### src/rtl/prv_intr_pkg.sv
package prv_intr_pkg;
  localparam int REG_W = 32;
  localparam int IP_LO = 8;
  localparam int IE_BIT = 0;
  localparam int EXL_BIT = 1;
  localparam int ERL_BIT = 2;
  localparam int KSU_LO = 3;
  localparam int KSU_HI = 4;
  localparam int NMI_BIT = 19;
  localparam int SR_BIT = 20;
  localparam int WP_BIT = 22;
  localparam int IV_BIT = 23;
  localparam int DC_BIT = 27;
  localparam logic [REG_W-1:0] STATUS_RST = 32'h0000_0004;

  typedef struct packed {
    logic             stEn;
    logic [REG_W-1:0] stMask;
    logic             caEn;
    logic [REG_W-1:0] caMask;
  } wrCtl_t;
endpackage

### src/rtl/prv_intr_wrctl.sv
module prv_intr_wrctl
  import prv_intr_pkg::*;
#(
  parameter int SW_W = 2
) (
  input  logic             stWrEn,
  input  logic [REG_W-1:0] stWrData,
  input  logic [REG_W-1:0] stWrMask,
  input  logic             caWrEn,
  input  logic [REG_W-1:0] caWrData,
  input  logic [REG_W-1:0] caWrMask,
  input  logic             rel2,
  input  logic             rel6,
  output wrCtl_t           ctl
);
  localparam logic [REG_W-1:0] SW_MASK = ((REG_W'(1) << SW_W) - REG_W'(1)) << IP_LO;
  localparam logic [REG_W-1:0] CA_BASE = SW_MASK | (REG_W'(1) << WP_BIT) | (REG_W'(1) << IV_BIT);

  logic [REG_W-1:0] sMask;
  logic [REG_W-1:0] cMask;

  // Status: release-6 filters for the one-way bits and the supervisor-mode code
  always_comb begin
    sMask = stWrMask;
    if (rel6) begin
      if ((&stWrMask[KSU_HI:KSU_LO]) && (&stWrData[KSU_HI:KSU_LO]))
        sMask[KSU_HI:KSU_LO] = '0;
      sMask[SR_BIT]  = stWrMask[SR_BIT]  & ~stWrData[SR_BIT];
      sMask[NMI_BIT] = stWrMask[NMI_BIT] & ~stWrData[NMI_BIT];
    end
  end

  // Cause: fixed writable set, counter-disable from release 2, watch bit clear-only on release 6
  always_comb begin
    cMask = CA_BASE;
    if (rel2) cMask[DC_BIT] = 1'b1;
    if (rel6) cMask[WP_BIT] = ~caWrData[WP_BIT];
    cMask = cMask & caWrMask;
  end

  assign ctl = '{stEn: stWrEn, stMask: sMask, caEn: caWrEn, caMask: cMask};

  always_comb begin
    if (rel6 && ctl.caEn && caWrData[WP_BIT])
      assert_wp_clear_only_R8: assert (!ctl.caMask[WP_BIT]);
    if (rel6 && ctl.stEn && (stWrData[SR_BIT] || stWrData[NMI_BIT]))
      assert_sr_nmi_clear_only_R9: assert (!(ctl.stMask[SR_BIT] && stWrData[SR_BIT])
                                         && !(ctl.stMask[NMI_BIT] && stWrData[NMI_BIT]));
  end
endmodule

### src/rtl/prv_intr_regs.sv
module prv_intr_regs
  import prv_intr_pkg::*;
#(
  parameter int HW_W = 6,
  parameter int SW_W = 2
) (
  input  logic             clk,
  input  logic             rstN,
  input  wrCtl_t           ctl,
  input  logic [REG_W-1:0] stWrData,
  input  logic [REG_W-1:0] caWrData,
  input  logic [HW_W-1:0]  hwPend,
  input  logic             dbgMode,
  input  logic             tcExempt,
  input  logic             eicMode,
  output logic [REG_W-1:0] statusOut,
  output logic [REG_W-1:0] causeOut,
  output logic             irqReq,
  output logic             countStop,
  output logic [SW_W-1:0]  swIrqStb,
  output logic [SW_W-1:0]  swIrqLvl
);
  localparam int IP_W  = HW_W + SW_W;
  localparam int IP_HI = IP_LO + IP_W - 1;
  localparam int HW_LO = IP_LO + SW_W;

  logic [REG_W-1:0] statusQ;
  logic [REG_W-1:0] causeQ;
  logic [REG_W-1:0] causeNext;
  logic [SW_W-1:0]  swStbQ;
  logic             irqQ;
  logic             blocked;
  logic [IP_W-1:0]  pendF;
  logic [IP_W-1:0]  maskF;
  logic             hit;

  always_comb begin
    causeNext = causeQ;
    if (ctl.caEn) causeNext = (causeQ & ~ctl.caMask) | (caWrData & ctl.caMask);
    causeNext[IP_HI:HW_LO] = hwPend;
  end

  always_comb begin
    blocked = !statusQ[IE_BIT] || statusQ[EXL_BIT] || statusQ[ERL_BIT] || tcExempt || dbgMode;
    pendF = causeQ[IP_HI:IP_LO];
    maskF = statusQ[IP_HI:IP_LO];
    hit = eicMode ? (pendF > maskF) : (|(pendF & maskF));
  end

  always_ff @(posedge clk or negedge rstN) begin
    if (!rstN) begin
      statusQ <= STATUS_RST;
      causeQ  <= '0;
      swStbQ  <= '0;
      irqQ    <= 1'b0;
    end else begin
      if (ctl.stEn) statusQ <= (statusQ & ~ctl.stMask) | (stWrData & ctl.stMask);
      causeQ <= causeNext;
      swStbQ <= causeNext[IP_LO +: SW_W] ^ causeQ[IP_LO +: SW_W];
      irqQ   <= hit && !blocked;
    end
  end

  assign statusOut = statusQ;
  assign causeOut  = causeQ;
  assign irqReq    = irqQ;
  assign countStop = causeQ[DC_BIT];
  assign swIrqStb  = swStbQ;
  assign swIrqLvl  = causeQ[IP_LO +: SW_W];

  assert_blocked_R5: assert property (@(posedge clk) disable iff (!rstN)
    $past(!statusQ[IE_BIT] || statusQ[EXL_BIT] || statusQ[ERL_BIT] || tcExempt || dbgMode) |-> !irqQ);

  assert_hw_follow_R4: assert property (@(posedge clk) disable iff (!rstN)
    $past(rstN) |-> causeQ[IP_HI:HW_LO] == $past(hwPend));

  assert_status_hold_R2: assert property (@(posedge clk) disable iff (!rstN)
    ($past(rstN) && !$past(ctl.stEn)) |-> $stable(statusQ));

  for (genvar i = 0; i < SW_W; i++) begin : g_swChk
    assert_sw_strobe_R12: assert property (@(posedge clk) disable iff (!rstN)
      ($past(rstN) && (causeQ[IP_LO+i] != $past(causeQ[IP_LO+i]))) |-> swStbQ[i]);
  end
endmodule

### src/rtl/prv_intr_ctl.sv
module prv_intr_ctl
  import prv_intr_pkg::*;
#(
  parameter int HW_W = 6,
  parameter int SW_W = 2
) (
  input  logic             clk,
  input  logic             rstN,
  input  logic             stWrEn,
  input  logic [REG_W-1:0] stWrData,
  input  logic [REG_W-1:0] stWrMask,
  input  logic             caWrEn,
  input  logic [REG_W-1:0] caWrData,
  input  logic [REG_W-1:0] caWrMask,
  input  logic [HW_W-1:0]  hwPend,
  input  logic             dbgMode,
  input  logic             tcExempt,
  input  logic             eicMode,
  input  logic             rel2,
  input  logic             rel6,
  output logic [REG_W-1:0] statusOut,
  output logic [REG_W-1:0] causeOut,
  output logic             irqReq,
  output logic             countStop,
  output logic [SW_W-1:0]  swIrqStb,
  output logic [SW_W-1:0]  swIrqLvl
);
  wrCtl_t ctl;

  prv_intr_wrctl #(.SW_W(SW_W)) wrctl_i (
    .stWrEn(stWrEn), .stWrData(stWrData), .stWrMask(stWrMask),
    .caWrEn(caWrEn), .caWrData(caWrData), .caWrMask(caWrMask),
    .rel2(rel2), .rel6(rel6), .ctl(ctl)
  );

  prv_intr_regs #(.HW_W(HW_W), .SW_W(SW_W)) regs_i (
    .clk(clk), .rstN(rstN), .ctl(ctl),
    .stWrData(stWrData), .caWrData(caWrData), .hwPend(hwPend),
    .dbgMode(dbgMode), .tcExempt(tcExempt), .eicMode(eicMode),
    .statusOut(statusOut), .causeOut(causeOut), .irqReq(irqReq),
    .countStop(countStop), .swIrqStb(swIrqStb), .swIrqLvl(swIrqLvl)
  );
endmodule

### config.mk
export PLATFORM = sky130hd
export DESIGN_NAME = prv_intr_ctl
export DESIGN_NICKNAME = d
export VERILOG_FILES = /design/src/rtl/prv_intr_pkg.sv /design/src/rtl/prv_intr_wrctl.sv /design/src/rtl/prv_intr_regs.sv /design/src/rtl/prv_intr_ctl.sv
export SDC_FILE = /design/constraint.sdc
export NUM_CORES = 1
export LEC_CHECK = 0
export ABC_AREA = 0
export BUFFER_PORTS_ARGS = -buffer_cell sky130_fd_sc_hd__buf_2
export CAP_MARGIN = 30
export CORE_MARGIN = 3
export CORE_UTILIZATION = 40
export DETAILED_ROUTE_END_ITERATION = 10
export GPL_TIMING_DRIVEN = 0
export PLACE_DENSITY = 0.86
export REMOVE_ABC_BUFFERS = 1
export SETUP_SLACK_MARGIN = 0.3
export SYNTH_ARGS = -nofsm -noshare
export SYNTH_HDL_FRONTEND = slang
export SYNTH_SLANG_ARGS = --single-unit
### constraint.sdc
create_clock -name clk -period 3.55 [get_ports clk]
set_input_delay 0.355 -clock clk [delete_from_list [all_inputs] [get_ports clk]]
set_output_delay 0.355 -clock clk [all_outputs]
set_load 0.01 [all_outputs]
== Word level (Yosys, flattened, before mapping) ==
Cells that the tools add are included.
W data, S select, Z words.

* Register bits after elaboration: 67
* Bits of input ports: 143
* Output and inout bits: 70
* Logic and storage cells: 40

* Magnitude comparators: 1
* Mux-type cells: 7
* Bitwise operators: 16
* Reduce and logical (&&, ||, !) cells: 11

{| class="wikitable"
|+ Operators with widths
! kind !! count
|-
| $and A32 B32 Y32 || 4
|-
| $not A32 Y32 || 2
|-
| $or A32 B32 Y32 || 2
|-
| $and A28 B32 Y32 || 1
|-
| $mux W10 || 1
|-
| $and A8 B8 Y8 || 1
|-
| $gt A8 B8 Y1 || 1
|-
| $reduce_or A8 Y1 || 1
|-
| $mux W2 || 3
|-
| $logic_or A1 B1 Y1 || 4
|-
| $reduce_and A2 Y1 || 2
|-
| $mux W1 || 3
|-
| $not A1 Y1 || 3
|-
| $and A1 B1 Y1 || 2
|-
| $logic_and A1 B1 Y1 || 2
|-
| $logic_not A1 Y1 || 2
|-
| $xor A2 B2 Y2 || 1
|}

== Depth between registers and ports, before layout ==
Gate-level depths: netlist of run 1.

* Depth after elaboration: 8
* Gate-level depth with buffers: 6
* Gate-level depth less buffers: 6

== By module ==
Synthesis of run 1 repeated with hierarchy kept, for this count alone.

* Cell total of the unflattened synthesis: 306
* Area, all modules: 3493.4 um2

{| class="wikitable"
|+ By module, submodules not included
! module !! instances !! cells an instance !! area each (um2) !! sequential area each (um2)
|-
| prv_intr_regs || 1 || 238 || 2976.6 || 1677.9
|-
| prv_intr_wrctl || 1 || 68 || 516.7 || 0.0
|}

== Worst setup path before layout of run 1 ==
OpenSTA, ideal clock, no wires.

* Path type: register to register
* Start point: register with a tool-made name
* End point: register regs_i.irqQ (netlist: regs_i.irqReq)
* Setup time: 126 ps
* Data arrival time: 1401 ps
* Data required time: 3424 ps
* Path slack: 2023 ps
* Stages on the path, launching flop included: 7
* Path buffers: 0
* Period minus slack after synthesis: 1527 ps
* Cells stage by stage: dfrtp_1 inv_1 ha_1 nor2b_1 o211ai_1 a21oi_1 o311a_1

{| class="wikitable"
|+ RTL lines
! element !! line !! source
|-
| to (signal assigned) || prv_intr_regs.sv:60 || <nowiki>irqQ <= hit && !blocked;</nowiki>
|-
| to (decl) || prv_intr_regs.sv:31 || <nowiki>logic irqQ;</nowiki>
|}

== Worst setup path after layout of run 1 ==
* Start point: register regs_i.causeQ[9] (netlist: regs_i.causeOut[9])
* End point: register regs_i.irqQ (netlist: regs_i.irqReq)

* Word-level cells in the longest chain between the ends: 4
* Elaborated cells between the ends (all ways): 5
* Those cells by class: 1 x order compare; 1 x mux; 1 x bitwise; 2 x reduce/logical

{| class="wikitable"
|+ RTL lines
! element !! line !! source
|-
| from (decl) || prv_intr_regs.sv:28 || <nowiki>logic [REG_W-1:0] causeQ;</nowiki>
|-
| from (signal assigned) || prv_intr_regs.sv:58 || <nowiki>causeQ <= causeNext;</nowiki>
|-
| branches (longest 2 deep; another with $gt A8 B8 Y1) || -- ||
|-
| $mux W1 * || prv_intr_regs.sv:47 || <nowiki>hit = eicMode ? (pendF > maskF) : (|(pendF & maskF));</nowiki>
|-
| $logic_and A1 B1 Y1 * || prv_intr_regs.sv:60 ||
|}

Mark *: on every way between the ends.
A chain may end at the register's enable or synchronous reset.

==> results of run 1 <==
cells in the final DEF, fill, tap and decap left out, drive strengths merged:
cell type / netlist / layout
xnor2: 2 / 2
a21boi: 1 / 1
mux2: 34 / 34
dfstp: 1 / 1
buf: 24 / 138
nor2: 7 / 7
clkbuf: 3 / 7
o22a: 3 / 3
nand3: 4 / 4
nand2: 37 / 37
nand4: 2 / 2
nor2b: 1 / 1
or4b: 1 / 1
a211oi: 1 / 1
nor4: 1 / 1
o21a: 1 / 1
dfrtp: 45 / 45
inv: 8 / 8
ha: 16 / 16
nor3: 1 / 1
nand2b: 1 / 1
clkinv: 0 / 1
o211ai: 1 / 1
a21oi: 3 / 3
o311a: 1 / 1
conb: 1 / 21
synth_stat cells, types with 2 or more instances:
cell type	count
sky130_fd_sc_hd__o22a_1	3
sky130_fd_sc_hd__nand3_1	4
sky130_fd_sc_hd__ha_1	16
sky130_fd_sc_hd__mux2_1	10
sky130_fd_sc_hd__xnor2_1	2
sky130_fd_sc_hd__nor2_1	7
sky130_fd_sc_hd__buf_4	24
sky130_fd_sc_hd__a21oi_1	3
sky130_fd_sc_hd__mux2_2	24
sky130_fd_sc_hd__clkbuf_1	3
sky130_fd_sc_hd__inv_1	8
sky130_fd_sc_hd__dfrtp_1	45
sky130_fd_sc_hd__nand4_1	2
sky130_fd_sc_hd__nand2_1	37
cells by family after synthesis:
kind of cell	count (synthesis)	synth area share
buffers and inverters	35	0.0963
AOI/OAI and AO/OA	11	0.0375
xor gates and xnor gates	2	0.00762
DFF	46	0.501
adders and majority gates	16	0.0871
muxes	34	0.166
other	1	0.00163
and+or+nand+nor	55	0.102
worst reg2reg max path, delay by kind of cell, from the launching register on:
kind,cells,cell delay [ns]
AOI/OAI and AO/OA,3,0.58
adders and majority gates,1,0.31
DFF,1,0.44
and+or+nand+nor,1,0.13
where the power goes:
group	total [mW]	switching [mW]	internal, mW	leakage (nW)
Clock	0.321	0.164	0.157	0.0482
Combinational	0.328	0.161	0.167	1.07
Sequential	0.641	0.0472	0.594	0.544
Total	1.29	0.372	0.918	1.66
cell type report:
class | instances | area share
multi-input cells | 139 | 0.325
inverters | 8 | 0.00976
repair buffers | 138 | 0.232
clock inverters | 1 | 0.00163
clock buffers | 7 | 0.0281
flip-flops and latches | 46 | 0.375
well taps | 70 | 0.0285
routing by layer:
layer / vias to the layer above / GRT usage
li1: 896 / -
met1: 880 / 0.171
met2: 98 / 0.291
met3: 6 / 0.0548
met4: 0 / 0.0631
met5: - / 0
worst max path at each step:
stage / from / end / slack (ns) / depth (start not counted)
after floorplan: regs_i.causeOut[9] / regs_i.irqReq / 1.98 / 5
after global placement: regs_i.causeOut[9] / regs_i.irqReq / 1.98 / 5
after detailed placement: stWrEn / flop / 1.95 / 4
after CTS: flop / regs_i.irqReq / 1.95 / 6
after global routing: flop / regs_i.irqReq / 1.89 / 6
final: regs_i.causeOut[9] / regs_i.irqReq / 1.97 / 5
stage by stage:
stage,utilization,hold WS (ns),instances,cell area [µm²]
after detailed placement,0.559,0.385,401,2980
after floorplan,-,0.0594,193,2180
after CTS,0.576,0.0578,409,3080
final,0.576,0.0531,409,3080
after global routing,0.576,0.0769,409,3080
after global placement,0.554,0.465,400,2960
==> qor.json, run 1 <==
{
  "status": {"value": "complete, no violations"},
  "vias": {"value": 1880},
  "synth_largest_area_cell": {"value": "sky130_fd_sc_hd__dfrtp_1"},
  "cts_hold_repair_buffers": {"value": 0},
  "antennaDiodeCount": {"value": 0},
  "multi_input_comb_area": {"value": 0.00100, "unit": "mm²"},
  "path_clk_slew": {"value": 0.09, "unit": "ns"},
  "die-height": {"value": 81.8, "unit": "µm"},
  "area_of_the_die": {"value": 0.00670, "unit": "mm²"},
  "layout.filler_cells": {"value": 491},
  "number_of_synthesized_flops_with_an_enable_pin": {"value": 0},
  "route.detailed.wl_per_inst": {"value": 12.9, "unit": "µm"},
  "cts_resized": {"value": 0},
  "worstSetupPathType": {"value": "reg -> reg"},
  "seq_area_frac_synth": {"value": 0.501},
  "cts_max_path_buffers": {"value": 2},
  "detailedPlace.worstSlack": {"value": 1.95, "unit": "ns"},
  "grt_total_usage": {"value": 0.161},
  "cts_htree_levels": {"value": 2},
  "wl_met3": {"value": 553, "unit": "µm"},
  "cts.repair_timing.setup_buffer_count": {"value": 0},
  "timing.fmax": {"value": 634, "unit": "MHz"},
  "highest-signal-layer": {"value": "met4"},
  "dpl.hpwl": {"value": 4430, "unit": "µm"},
  "worstPathRequired": {"value": 3.72, "unit": "ns"},
  "min_period": {"value": 1.58, "unit": "ns"},
  "post_synth_num_cell_types": {"value": 26},
  "cts_root_buf": {"value": "sky130_fd_sc_hd__clkbuf_8"},
  "slew_headroom": {"value": 0.613},
  "tightest_hold_check_type": {"value": "in -> async"},
  "route.detailed.vias_per_inst": {"value": 4.60},
  "crit_chain": {"value": "ha_1, nor2b_1, o211ai_1, a21oi_1, o311a_1"},
  "synth.ff_latch_count": {"value": 46},
  "initial_core_utilization": {"value": 0.431},
  "netlist_instances": {"value": 200},
  "timing.critical_path.arrival": {"value": 1.75, "unit": "ns"},
  "timing.reg2reg.worst_path_depth": {"value": 5},
  "global_route.overflow_total": {"value": 0},
  "cts-buffers-inserted": {"value": 5},
  "insertion_delay": {"value": 0.29, "unit": "ns"},
  "hold_viol": {"value": 0},
  "die_w": {"value": 81.8, "unit": "µm"},
  "numClockSinks": {"value": 46},
  "crit_path_max_fanout": {"value": 6},
  "timing.final.max_slew_violations": {"value": 0},
  "place.gp.congestion": {"value": 0.697},
  "top_level_ports": {"value": 213},
  "leakage": {"value": 1.66, "unit": "nW"},
  "drt-pass1-iter-count": {"value": 3},
  "cp_num_buf_inv": {"value": 0},
  "proportion_of_layout_cells_with_a_drive_suffix_above_1": {"value": 0.507},
  "cts_tree": {"value": "yes"},
  "grt_start_max_net_pins": {"value": 32},
  "antenna_found_initial": {"value": 0},
  "synthArstFlopShare": {"value": 1.00},
  "vdd_ir_drop_max": {"value": 236, "unit": "µV"},
  "power.density": {"value": 419, "unit": "mW/mm²"},
  "first_global_vias": {"value": 1915},
  "report.final.setup_viol": {"value": 0},
  "syn_to_final_growth": {"value": 33.7, "unit": "%"},
  "nNetsFinal": {"value": 497},
  "endpoint_of_the_most_critical_register_to_register_path": {"value": "regs_i.irqReq"},
  "totalNegativeSetupSlack": {"value": 0, "unit": "ns"},
  "max_stage_delay": {"value": 0.44, "unit": "ns"},
  "r2r-start": {"value": "regs_i.causeOut[9]"},
  "synth_top_flop_cell": {"value": "sky130_fd_sc_hd__dfrtp_1"},
  "cp-end-kind": {"value": "flop"},
  "grt_first_pass_wirelength": {"value": 8240, "unit": "µm"},
  "netlist_area": {"value": 0.00230, "unit": "mm²"},
  "worst_clock_skew": {"value": 0.00832, "unit": "ns"},
  "core.rowCount": {"value": 26},
  "numPortBuffers": {"value": 137},
  "ff_latch_area": {"value": 0.00115, "unit": "mm²"},
  "wl_met1": {"value": 1860, "unit": "µm"},
  "drv_cap": {"value": 0},
  "design.core.area": {"value": 0.00534, "unit": "mm²"},
  "first_iter_violations": {"value": 39},
  "final_critical_path_setup_slack": {"value": 1.97, "unit": "ns"},
  "crit_slowest_cell": {"value": "sky130_fd_sc_hd__dfrtp_1"},
  "actual_slew_at_the_worst_max_slew_pin": {"value": 0.580, "unit": "ns"},
  "setup.worst_path.start_class": {"value": "flop"},
  "post_synth.cell_area_avg": {"value": 11.5, "unit": "µm²"},
  "final.period_utilization": {"value": 0.444},
  "rsz0062_at_grt": {"value": "false"},
  "drt_drc_violations_left": {"value": 0},
  "worst-r2r-setup-slack": {"value": 1.97, "unit": "ns"},
  "p_total": {"value": 1.29, "unit": "mW"},
  "timing.critical_path.max_delay_family": {"value": "compound AO/OA/AOI/OAI gates"},
  "post-synth-top-area-fraction": {"value": 0.490},
  "yosys-top-cells-area": {"value": "sky130_fd_sc_hd__dfrtp_1, sky130_fd_sc_hd__mux2_2, sky130_fd_sc_hd__ha_1, sky130_fd_sc_hd__buf_4, sky130_fd_sc_hd__nand2_1"},
  "route.final.wire_length": {"value": 5280, "unit": "µm"},
  "route.antenna.remaining_nets": {"value": 0},
  "dr_wl_met2": {"value": 2790, "unit": "µm"},
  "synth-warning-count": {"value": 0}
}
Power figures use the tool's default switching activity.
==> inputs of run 2 (changes only) <==
- ABC_AREA: 0 -> 1
- CORE_UTILIZATION: 40 -> 34
- PLACE_DENSITY: 0.86 -> 0.77
- clock period: 3.55 -> 1.3 ns (I/O delays scaled with it)
==> run 2 against run 1 <==
The flow now finishes with violations (hold timing, setup timing). Non-clock buffer count is 35 higher. Design area is 19% higher. Combinational power grew to 3.8 times the previous value. Sequential power grew to 2.7 times the previous value. Critical path depth is 2 higher. Largest power group unchanged.
==> qor.json, run 2 <==
{
  "status": {"value": "finished with violations"},
  "failing_checks": {"value": "hold timing, setup timing"},
  "grt_use_met3": {"value": 0.0518, "change": "-0.00307"},
  "slew_headroom": {"value": 0.609, "change": "-0.00391"},
  "seq_area_frac_synth": {"value": 0.482, "change": "-0.0186"},
  "drt-pass1-iter-count": {"value": 4, "change": "+1"},
  "timing.critical_path.arrival": {"value": 1.51, "unit": "ns", "change": "-0.24 ns"},
  "grt.met2_usage": {"value": 0.294, "change": "+0.00307"},
  "grt_total_usage": {"value": 0.160, "change": "-0.00128"},
  "cts-buffers-inserted": {"value": 5, "change": "unchanged"},
  "power.share.clock": {"value": 0.234, "change": "-0.015"},
  "drt_drc_violations_left": {"value": 0, "change": "unchanged"},
  "actual_slew_at_the_worst_max_slew_pin": {"value": 0.586, "unit": "ns", "change": "+0.00586 ns"},
  "route.detailed.wl_per_inst": {"value": 12.5, "unit": "µm", "change": "-3.2%"},
  "top_usage_layer": {"value": "met2"},
  "synth.top_cells.by_count": {"value": "sky130_fd_sc_hd__inv_1, sky130_fd_sc_hd__dfrtp_1, sky130_fd_sc_hd__a21oi_1, sky130_fd_sc_hd__a31oi_1, sky130_fd_sc_hd__buf_4"},
  "die_w": {"value": 89.8, "unit": "µm", "change": "+9.8%"},
  "synth_most_common_cell": {"value": "sky130_fd_sc_hd__inv_1"},
  "post_layout_nonfiller_instances": {"value": 526, "change": "+29%"},
  "crit_path_max_fanout": {"value": 2, "change": "-4"},
  "route.detailed.vias_per_inst": {"value": 4.42, "change": "-3.9%"},
  "timing.fmax": {"value": 753, "unit": "MHz", "change": "+19%"},
  "cts_hold_repair_buffers": {"value": 7, "change": "+7"},
  "report.final.setup_viol": {"value": 1, "change": "+1"},
  "first_iter_violations": {"value": 73, "change": "+87%"},
  "grt_start_max_net_pins": {"value": 55, "change": "+72%"},
  "synth.ff_latch_count": {"value": 46, "change": "unchanged"},
  "worstPathRequired": {"value": 1.48, "unit": "ns", "change": "-2.24 ns"},
  "initial_core_utilization": {"value": 0.364, "change": "-0.0674"},
  "synth_largest_area_cell": {"value": "sky130_fd_sc_hd__dfrtp_1"},
  "synth_top_flop_cell": {"value": "sky130_fd_sc_hd__dfrtp_1"},
  "finish.instance_area": {"value": 0.00367, "unit": "mm²", "change": "+19%"},
  "route.final.wire_length": {"value": 6580, "unit": "µm", "change": "+25%"},
  "post-synth-top-area-fraction": {"value": 0.471, "change": "-0.0182"},
  "syn_to_final_growth": {"value": 53.5, "unit": "%"},
  "power.sequential.fraction": {"value": 0.443, "change": "-0.054"},
  "cp-end-kind": {"value": "flop"},
  "place_area": {"value": 0.00306, "unit": "mm²", "change": "+2.6%"},
  "design.core.area": {"value": 0.00657, "unit": "mm²", "change": "+23%"},
  "timing.final.max_slew_violations": {"value": 0, "change": "unchanged"},
  "numPortBuffers": {"value": 137, "change": "unchanged"},
  "cts_htree_levels": {"value": 2, "change": "unchanged"},
  "route.antenna.remaining_nets": {"value": 0, "change": "unchanged"},
  "power.density": {"value": 1060, "unit": "mW/mm²", "change": "+150%"},
  "proportion_of_layout_cells_with_a_drive_suffix_above_1": {"value": 0.469, "change": "-0.0386"},
  "cts_root_buf": {"value": "sky130_fd_sc_hd__clkbuf_8"},
  "antenna_found_initial": {"value": 0, "change": "unchanged"},
  "internal-power": {"value": 2.67, "unit": "mW", "change": "+190%"},
  "cts_max_path_buffers": {"value": 2, "change": "unchanged"},
  "core.rowCount": {"value": 29, "change": "+12%"},
  "drv_cap": {"value": 0, "change": "unchanged"},
  "min_period": {"value": 1.33, "unit": "ns", "change": "-0.248 ns"},
  "layout_commonest_cell": {"value": "sky130_fd_sc_hd__buf_2"},
  "nNetsFinal": {"value": 591, "change": "+19%"},
  "vdd_ir_drop_max": {"value": 509, "unit": "µV", "change": "+120%"},
  "globalRouteMet1Util": {"value": 0.183, "change": "+0.0122"},
  "netlist_area": {"value": 0.00239, "unit": "mm²", "change": "+3.9%"},
  "vias": {"value": 2323, "change": "+24%"},
  "grt_first_pass_wirelength": {"value": 10700, "unit": "µm", "change": "+30%"},
  "worst_hold_slack": {"value": -0.165, "unit": "ns", "change": "-0.218 ns"},
  "number_of_synthesized_flops_with_an_enable_pin": {"value": 0, "change": "unchanged"},
  "worstSetupPathType": {"value": "reg -> reg"},
  "synth-warning-count": {"value": 0, "change": "unchanged"},
  "area_of_the_die": {"value": 0.00807, "unit": "mm²", "change": "+20%"},
  "tightest_hold_check_type": {"value": "in -> async"},
  "leakage": {"value": 1.99, "unit": "nW", "change": "+19%"},
  "die-height": {"value": 89.8, "unit": "µm", "change": "+9.8%"},
  "final_critical_path_setup_slack": {"value": -0.0284, "unit": "ns", "change": "-2.00 ns"},
  "first_global_vias": {"value": 2301, "change": "+20%"},
  "post_synth.cell_area_avg": {"value": 9.12, "unit": "µm²", "change": "-21%"},
  "path_clk_slew": {"value": 0.09, "unit": "ns", "change": "about the same"},
  "power.combinational.fraction": {"value": 0.323, "change": "+0.069"},
  "p_total": {"value": 3.88, "unit": "mW", "change": "+200%"},
  "cts_tree": {"value": "yes"},
  "net-switching-power": {"value": 1.21, "unit": "mW", "change": "+220%"},
  "place.gp.congestion": {"value": 0.772, "change": "+11%"},
  "final.period_utilization": {"value": 1.02, "change": "+0.578"},
  "dp_cells": {"value": 483, "change": "+20%"},
  "top_level_ports": {"value": 213, "change": "unchanged"},
  "setup.worst_path.start_class": {"value": "flop"},
  "global_route.overflow_total": {"value": 0, "change": "unchanged"},
  "rsz0062_at_grt": {"value": "true"},
  "hold_viol": {"value": 22, "change": "+22"},
  "switching_share": {"value": 0.311, "change": "+0.0225"},
  "insertion_delay": {"value": 0.29, "unit": "ns", "change": "about the same"},
  "numClockSinks": {"value": 46, "change": "unchanged"},
  "totalNegativeSetupSlack": {"value": -0.0284, "unit": "ns", "change": "-0.0284 ns"},
  "post_synth_num_cell_types": {"value": 20, "change": "-23%"},
  "synthArstFlopShare": {"value": 1.00, "change": "unchanged"},
  "worst_clock_skew": {"value": 0.00966, "unit": "ns", "change": "+0.00134 ns"},
  "dpl.hpwl": {"value": 4730, "unit": "µm", "change": "+6.8%"},
  "antennaDiodeCount": {"value": 0, "change": "unchanged"},
  "yosys-top-cells-area": {"value": "sky130_fd_sc_hd__dfrtp_1, sky130_fd_sc_hd__ha_1, sky130_fd_sc_hd__buf_4, sky130_fd_sc_hd__a21oi_1, sky130_fd_sc_hd__inv_1"},
  "netlist_instances": {"value": 262, "change": "+31%"},
  "layout.cells.most_common_list": {"value": "sky130_fd_sc_hd__buf_2, sky130_fd_sc_hd__dfrtp_1, sky130_fd_sc_hd__inv_1, sky130_fd_sc_hd__a21oi_1, sky130_fd_sc_hd__a31oi_1"}
}
-- run 2: cell types whose count changed after synthesis, moves of 8 or more --
| cell | before | now |
|---|---|---|
| sky130_fd_sc_hd__inv_1 | 8 | 46 |
| sky130_fd_sc_hd__a21oi_1 | 3 | 37 |
| sky130_fd_sc_hd__a31oi_1 | 0 | 27 |
| sky130_fd_sc_hd__mux2_2 | 24 | 0 |
| sky130_fd_sc_hd__nand2_1 | 37 | 20 |
| sky130_fd_sc_hd__nor2_1 | 7 | 20 |
| sky130_fd_sc_hd__mux2_1 | 10 | 0 |
| sky130_fd_sc_hd__nand2_2 | 0 | 8 |
-- run 2: layer usage --
metal  vias up  routed length, µm  share of wire
met4         0                 24         0.0036
li1       1146                  -              -
met3         2                496          0.075
met2       107               3500           0.53
met5         -                  0              0
met1      1068               2560           0.39
-- run 2: kinds of logic after synthesis --
group / share of synthesized area
compound gates: 0.156
mux: 0.00628
simple gates: 0.101
fa+ha+maj: 0.0838
buf+inv: 0.169
other cells: 0.00157
flops: 0.482
-- run 2: worst paths after layout --
path / startpoint / to / slack (ns) / depth (start not counted)
min in group clk: stWrMask[18] / flop / 0.02 / 2
worst max register to register: flop / regs_i.irqReq / -0.03 / 7
worst max-delay path: flop / regs_i.irqReq / -0.03 / 7
worst min-delay path: rstN / asynchronous set/reset pin / -0.16 / 1
max in group asynchronous: rstN / asynchronous set/reset pin / 0.88 / 2
worst min register to register: flop / flop / 0.53 / 2
-- run 2: area by class of cell --
| cell class | count | area (µm²) |
|---|---|---|
| clock buffer | 7 | 86.3 |
| clock inverter | 1 | 5.00 |
| fill | 582 | 2900 |
| inverter | 46 | 173 |
| multi-input combinational | 160 | 1020 |
| sequential | 46 | 1150 |
| tap | 93 | 116 |
| timing repair buffer | 173 | 1120 |
-- run 2: power by group through the flow --
stage                     Sequential, mW  Clock [mW]  Combinational (mW)
final                               1.72       0.906                1.25
after global placement              1.75           0               0.879
after floorplan                     1.83           0               0.337
after CTS                           1.71       0.940                1.12
after global routing                1.74        1.02                1.40
after detailed placement            1.75           0               0.918
-- run 2: worst max-delay path: stages (launching register included) --
cell                      delay (ns)
sky130_fd_sc_hd__dfrtp_1        0.40
sky130_fd_sc_hd__buf_4          0.14
sky130_fd_sc_hd__buf_4          0.13
sky130_fd_sc_hd__ha_1           0.19
sky130_fd_sc_hd__nor2_1         0.09
sky130_fd_sc_hd__nand4_1        0.12
sky130_fd_sc_hd__nand2_1        0.10
sky130_fd_sc_hd__a21oi_2        0.06
-- run 2: timing repair --
| item | CTS | global route |
|---|---|---|
| buffers inserted | 19 | 9 |
| endpoints found under the setup margin | 10 | 36 |
| resized for setup | 20 | 25 |
| endpoints found under the hold margin | 29 | 22 |
| pin swaps | 8 | 4 |
-- run 2: metrics by stage --
stage / util / setup WS, ns
2_1_floorplan: - / 0.0261
3_3_place_gp: 0.462 / -0.0405
3_5_place_dp: 0.466 / -0.0637
4_1_cts: 0.528 / 0.0514
5_1_grt: 0.558 / -0.134
6_report: 0.558 / -0.0284
==> inputs of run 3 (changes only) <==
- RECOVER_POWER: not set -> 25
==> run 3 against run 2 <==
The flow finishes with violations (setup timing). Combinational power about the same. Maximum frequency about the same. Non-clock buffer count unchanged. Critical path depth unchanged. Worst hold slack improved by 0.19 ns. Design area about the same. Critical endpoint unchanged. Largest power group unchanged. First-iteration DRC count unchanged. Final cell count unchanged. Flip-flop and latch count unchanged. Worst setup slack got worse by 0.00066 ns. Utilization about the same. Clock power about the same.
==> qor.json, run 3 (same netlist as run 2, synthesis figures left out) <==
{
  "actual_slew_at_the_worst_max_slew_pin": {"value": 1.41, "unit": "ns", "change": "+0.824 ns"},
  "grt_total_usage": {"value": 0.160, "change": "unchanged"},
  "path_clk_slew": {"value": 0.09, "unit": "ns", "change": "about the same"},
  "rsz0062_at_grt": {"value": "true"},
  "cts_tree": {"value": "yes"},
  "worstPathRequired": {"value": 1.48, "unit": "ns", "change": "about the same"},
  "p_total": {"value": 3.88, "unit": "mW", "change": "about the same"},
  "failing_checks": {"value": "setup timing"},
  "cts_max_path_buffers": {"value": 2, "change": "unchanged"},
  "cts_hold_repair_buffers": {"value": 7, "change": "unchanged"},
  "hold_viol": {"value": 0, "change": "-100%"},
  "drv_cap": {"value": 0, "change": "unchanged"},
  "final_critical_path_setup_slack": {"value": -0.0291, "unit": "ns", "change": "-0.000659 ns"},
  "syn_to_final_growth": {"value": 53.5, "unit": "%", "change": "about the same"},
  "cts-buffers-inserted": {"value": 5, "change": "unchanged"},
  "route.final.wire_length": {"value": 6580, "unit": "µm", "change": "about the same"},
  "cp-end-kind": {"value": "flop"},
  "power.density": {"value": 1060, "unit": "mW/mm²", "change": "about the same"},
  "leakage": {"value": 1.98, "unit": "nW", "change": "-0.14%"},
  "dp_cells": {"value": 483, "change": "unchanged"},
  "final_core_utilization": {"value": 0.558, "change": "about the same"},
  "detailedPlace.worstSlack": {"value": -0.0637, "unit": "ns", "change": "unchanged"},
  "numClockSinks": {"value": 46, "change": "unchanged"},
  "proportion_of_layout_cells_with_a_drive_suffix_above_1": {"value": 0.467, "change": "-0.00231"},
  "grt_first_pass_wirelength": {"value": 10700, "unit": "µm", "change": "unchanged"},
  "final.period_utilization": {"value": 1.02, "change": "about the same"},
  "antenna_found_initial": {"value": 0, "change": "unchanged"},
  "vdd_ir_drop_max": {"value": 509, "unit": "µV", "change": "about the same"},
  "tightest_hold_check_type": {"value": "in -> reg"},
  "layout.cells.most_common_list": {"value": "sky130_fd_sc_hd__buf_2, sky130_fd_sc_hd__dfrtp_1, sky130_fd_sc_hd__inv_1, sky130_fd_sc_hd__a21oi_1, sky130_fd_sc_hd__a31oi_1"},
  "report.final.setup_viol": {"value": 1, "change": "unchanged"},
  "cts_htree_levels": {"value": 2, "change": "unchanged"},
  "timing.fmax": {"value": 752, "unit": "MHz", "change": "about the same"},
  "antennaDiodeCount": {"value": 0, "change": "unchanged"},
  "drt_drc_violations_left": {"value": 0, "change": "unchanged"},
  "initial_core_utilization": {"value": 0.364, "change": "unchanged"},
  "post_layout_nonfiller_instances": {"value": 526, "change": "unchanged"},
  "grt_start_max_net_pins": {"value": 55, "change": "unchanged"},
  "ff_latch_area": {"value": 0.00115, "unit": "mm²", "change": "unchanged"},
  "first_global_vias": {"value": 2301, "change": "unchanged"},
  "vias": {"value": 2322, "change": "-0.043%"},
  "core.rowCount": {"value": 29, "change": "unchanged"},
  "crit_path_max_fanout": {"value": 2, "change": "unchanged"},
  "layout.filler_cells": {"value": 583, "change": "+0.17%"},
  "first_iter_violations": {"value": 73, "change": "unchanged"},
  "die-height": {"value": 89.8, "unit": "µm", "change": "unchanged"},
  "design.core.area": {"value": 0.00657, "unit": "mm²", "change": "unchanged"},
  "numPortBuffers": {"value": 137, "change": "unchanged"},
  "cts_root_buf": {"value": "sky130_fd_sc_hd__clkbuf_8"},
  "slew_headroom": {"value": 0.0597, "change": "-0.549"},
  "timing.final.max_slew_violations": {"value": 0, "change": "unchanged"},
  "global_route.overflow_total": {"value": 0, "change": "unchanged"},
  "route.antenna.remaining_nets": {"value": 0, "change": "unchanged"},
  "dpl.hpwl": {"value": 4730, "unit": "µm", "change": "unchanged"},
  "place.gp.congestion": {"value": 0.772, "change": "unchanged"},
  "drt-pass1-iter-count": {"value": 4, "change": "unchanged"},
  "place_area": {"value": 0.00306, "unit": "mm²", "change": "unchanged"},
  "min_period": {"value": 1.33, "unit": "ns", "change": "+0.000659 ns"},
  "route.detailed.vias_per_inst": {"value": 4.41, "change": "about the same"},
  "multi_input_comb_area": {"value": 0.00102, "unit": "mm²", "change": "unchanged"},
  "top_level_ports": {"value": 213, "change": "unchanged"},
  "worstSetupPathType": {"value": "reg -> reg"},
  "finish.instance_area": {"value": 0.00367, "unit": "mm²", "change": "about the same"},
  "die_w": {"value": 89.8, "unit": "µm", "change": "unchanged"},
  "nNetsFinal": {"value": 591, "change": "unchanged"},
  "status": {"value": "finished with violations"},
  "area_of_the_die": {"value": 0.00807, "unit": "mm²", "change": "unchanged"},
  "layout_commonest_cell": {"value": "sky130_fd_sc_hd__buf_2"},
  "route.detailed.wl_per_inst": {"value": 12.5, "unit": "µm", "change": "about the same"},
  "worst_clock_skew": {"value": 0.00966, "unit": "ns", "change": "unchanged"},
  "insertion_delay": {"value": 0.29, "unit": "ns", "change": "about the same"},
  "timing.critical_path.arrival": {"value": 1.51, "unit": "ns", "change": "about the same"},
  "setup.worst_path.start_class": {"value": "flop"}
}
==> run 3: cell types whose count changed in the layout (fill, tap and decap cells not counted) <==
cell and delta:
sky130_fd_sc_hd__buf_2 -1, sky130_fd_sc_hd__clkbuf_1 +1
==> run 3: what timing repair did <==
item,in CTS,in global routing
cloned,0,0
pin swaps,8,4
resized for setup,20,25
setup buffers,19,9
hold endpoints to repair,29,22
endpoints found under the setup margin,10,36
==> run 3: metal layers <==
metal	GRT usage	vias up	share of wire
met5	0	-	0
met1	0.183	1067	0.39
met4	0.0268	0	0.0036
met3	0.0518	2	0.075
li1	-	1146	-
met2	0.294	107	0.53
==> run 3: power by group <==
part	switching (mW)	internal, mW	leakage, nW	total, mW
clock network	0.476	0.430	0.0482	0.906
registers	0.113	1.61	0.522	1.72
logic	0.618	0.636	1.41	1.25
total	1.21	2.67	1.98	3.88
==> run 3: final timing paths <==
path,start,end,slack (ns),depth (start not counted)
min in group asynchronous,rstN,asynchronous set/reset pin,0.15,1
max in group asynchronous,rstN,regs_i.causeOut[12],0.32,1
worst min register to register,flop,flop,0.53,2
worst min-delay path,stWrMask[18],flop,0.02,2
worst max register to register,flop,regs_i.irqReq,-0.03,7
worst max-delay path,flop,regs_i.irqReq,-0.03,7
==> run 3: worst max-delay path: stages, from the launching register on <==
cell                      delay, ns
sky130_fd_sc_hd__dfrtp_1       0.40
sky130_fd_sc_hd__buf_4         0.14
sky130_fd_sc_hd__buf_4         0.13
sky130_fd_sc_hd__ha_1          0.19
sky130_fd_sc_hd__nor2_1        0.09
sky130_fd_sc_hd__nand4_1       0.12
sky130_fd_sc_hd__nand2_1       0.10
sky130_fd_sc_hd__a21oi_2       0.06
==> run 3: layout make-up <==
cell class / instances / share of cell area
clock buffer: 7 / 0.0235
timing repair buffer: 173 / 0.304
sequential: 46 / 0.314
tap: 93 / 0.0317
inverter: 46 / 0.0471
multi-input combinational: 160 / 0.277
clock inverter: 1 / 0.00137
==> run 3: metrics by stage <==
stage,TNS [ns],hold slack [ns]
2_1_floorplan,0,-0.166
3_3_place_gp,-0.0736,0.241
3_5_place_dp,-0.238,0.160
4_1_cts,0,-0.159
5_1_grt,-0.134,0.00427
6_report,-0.0291,0.0247
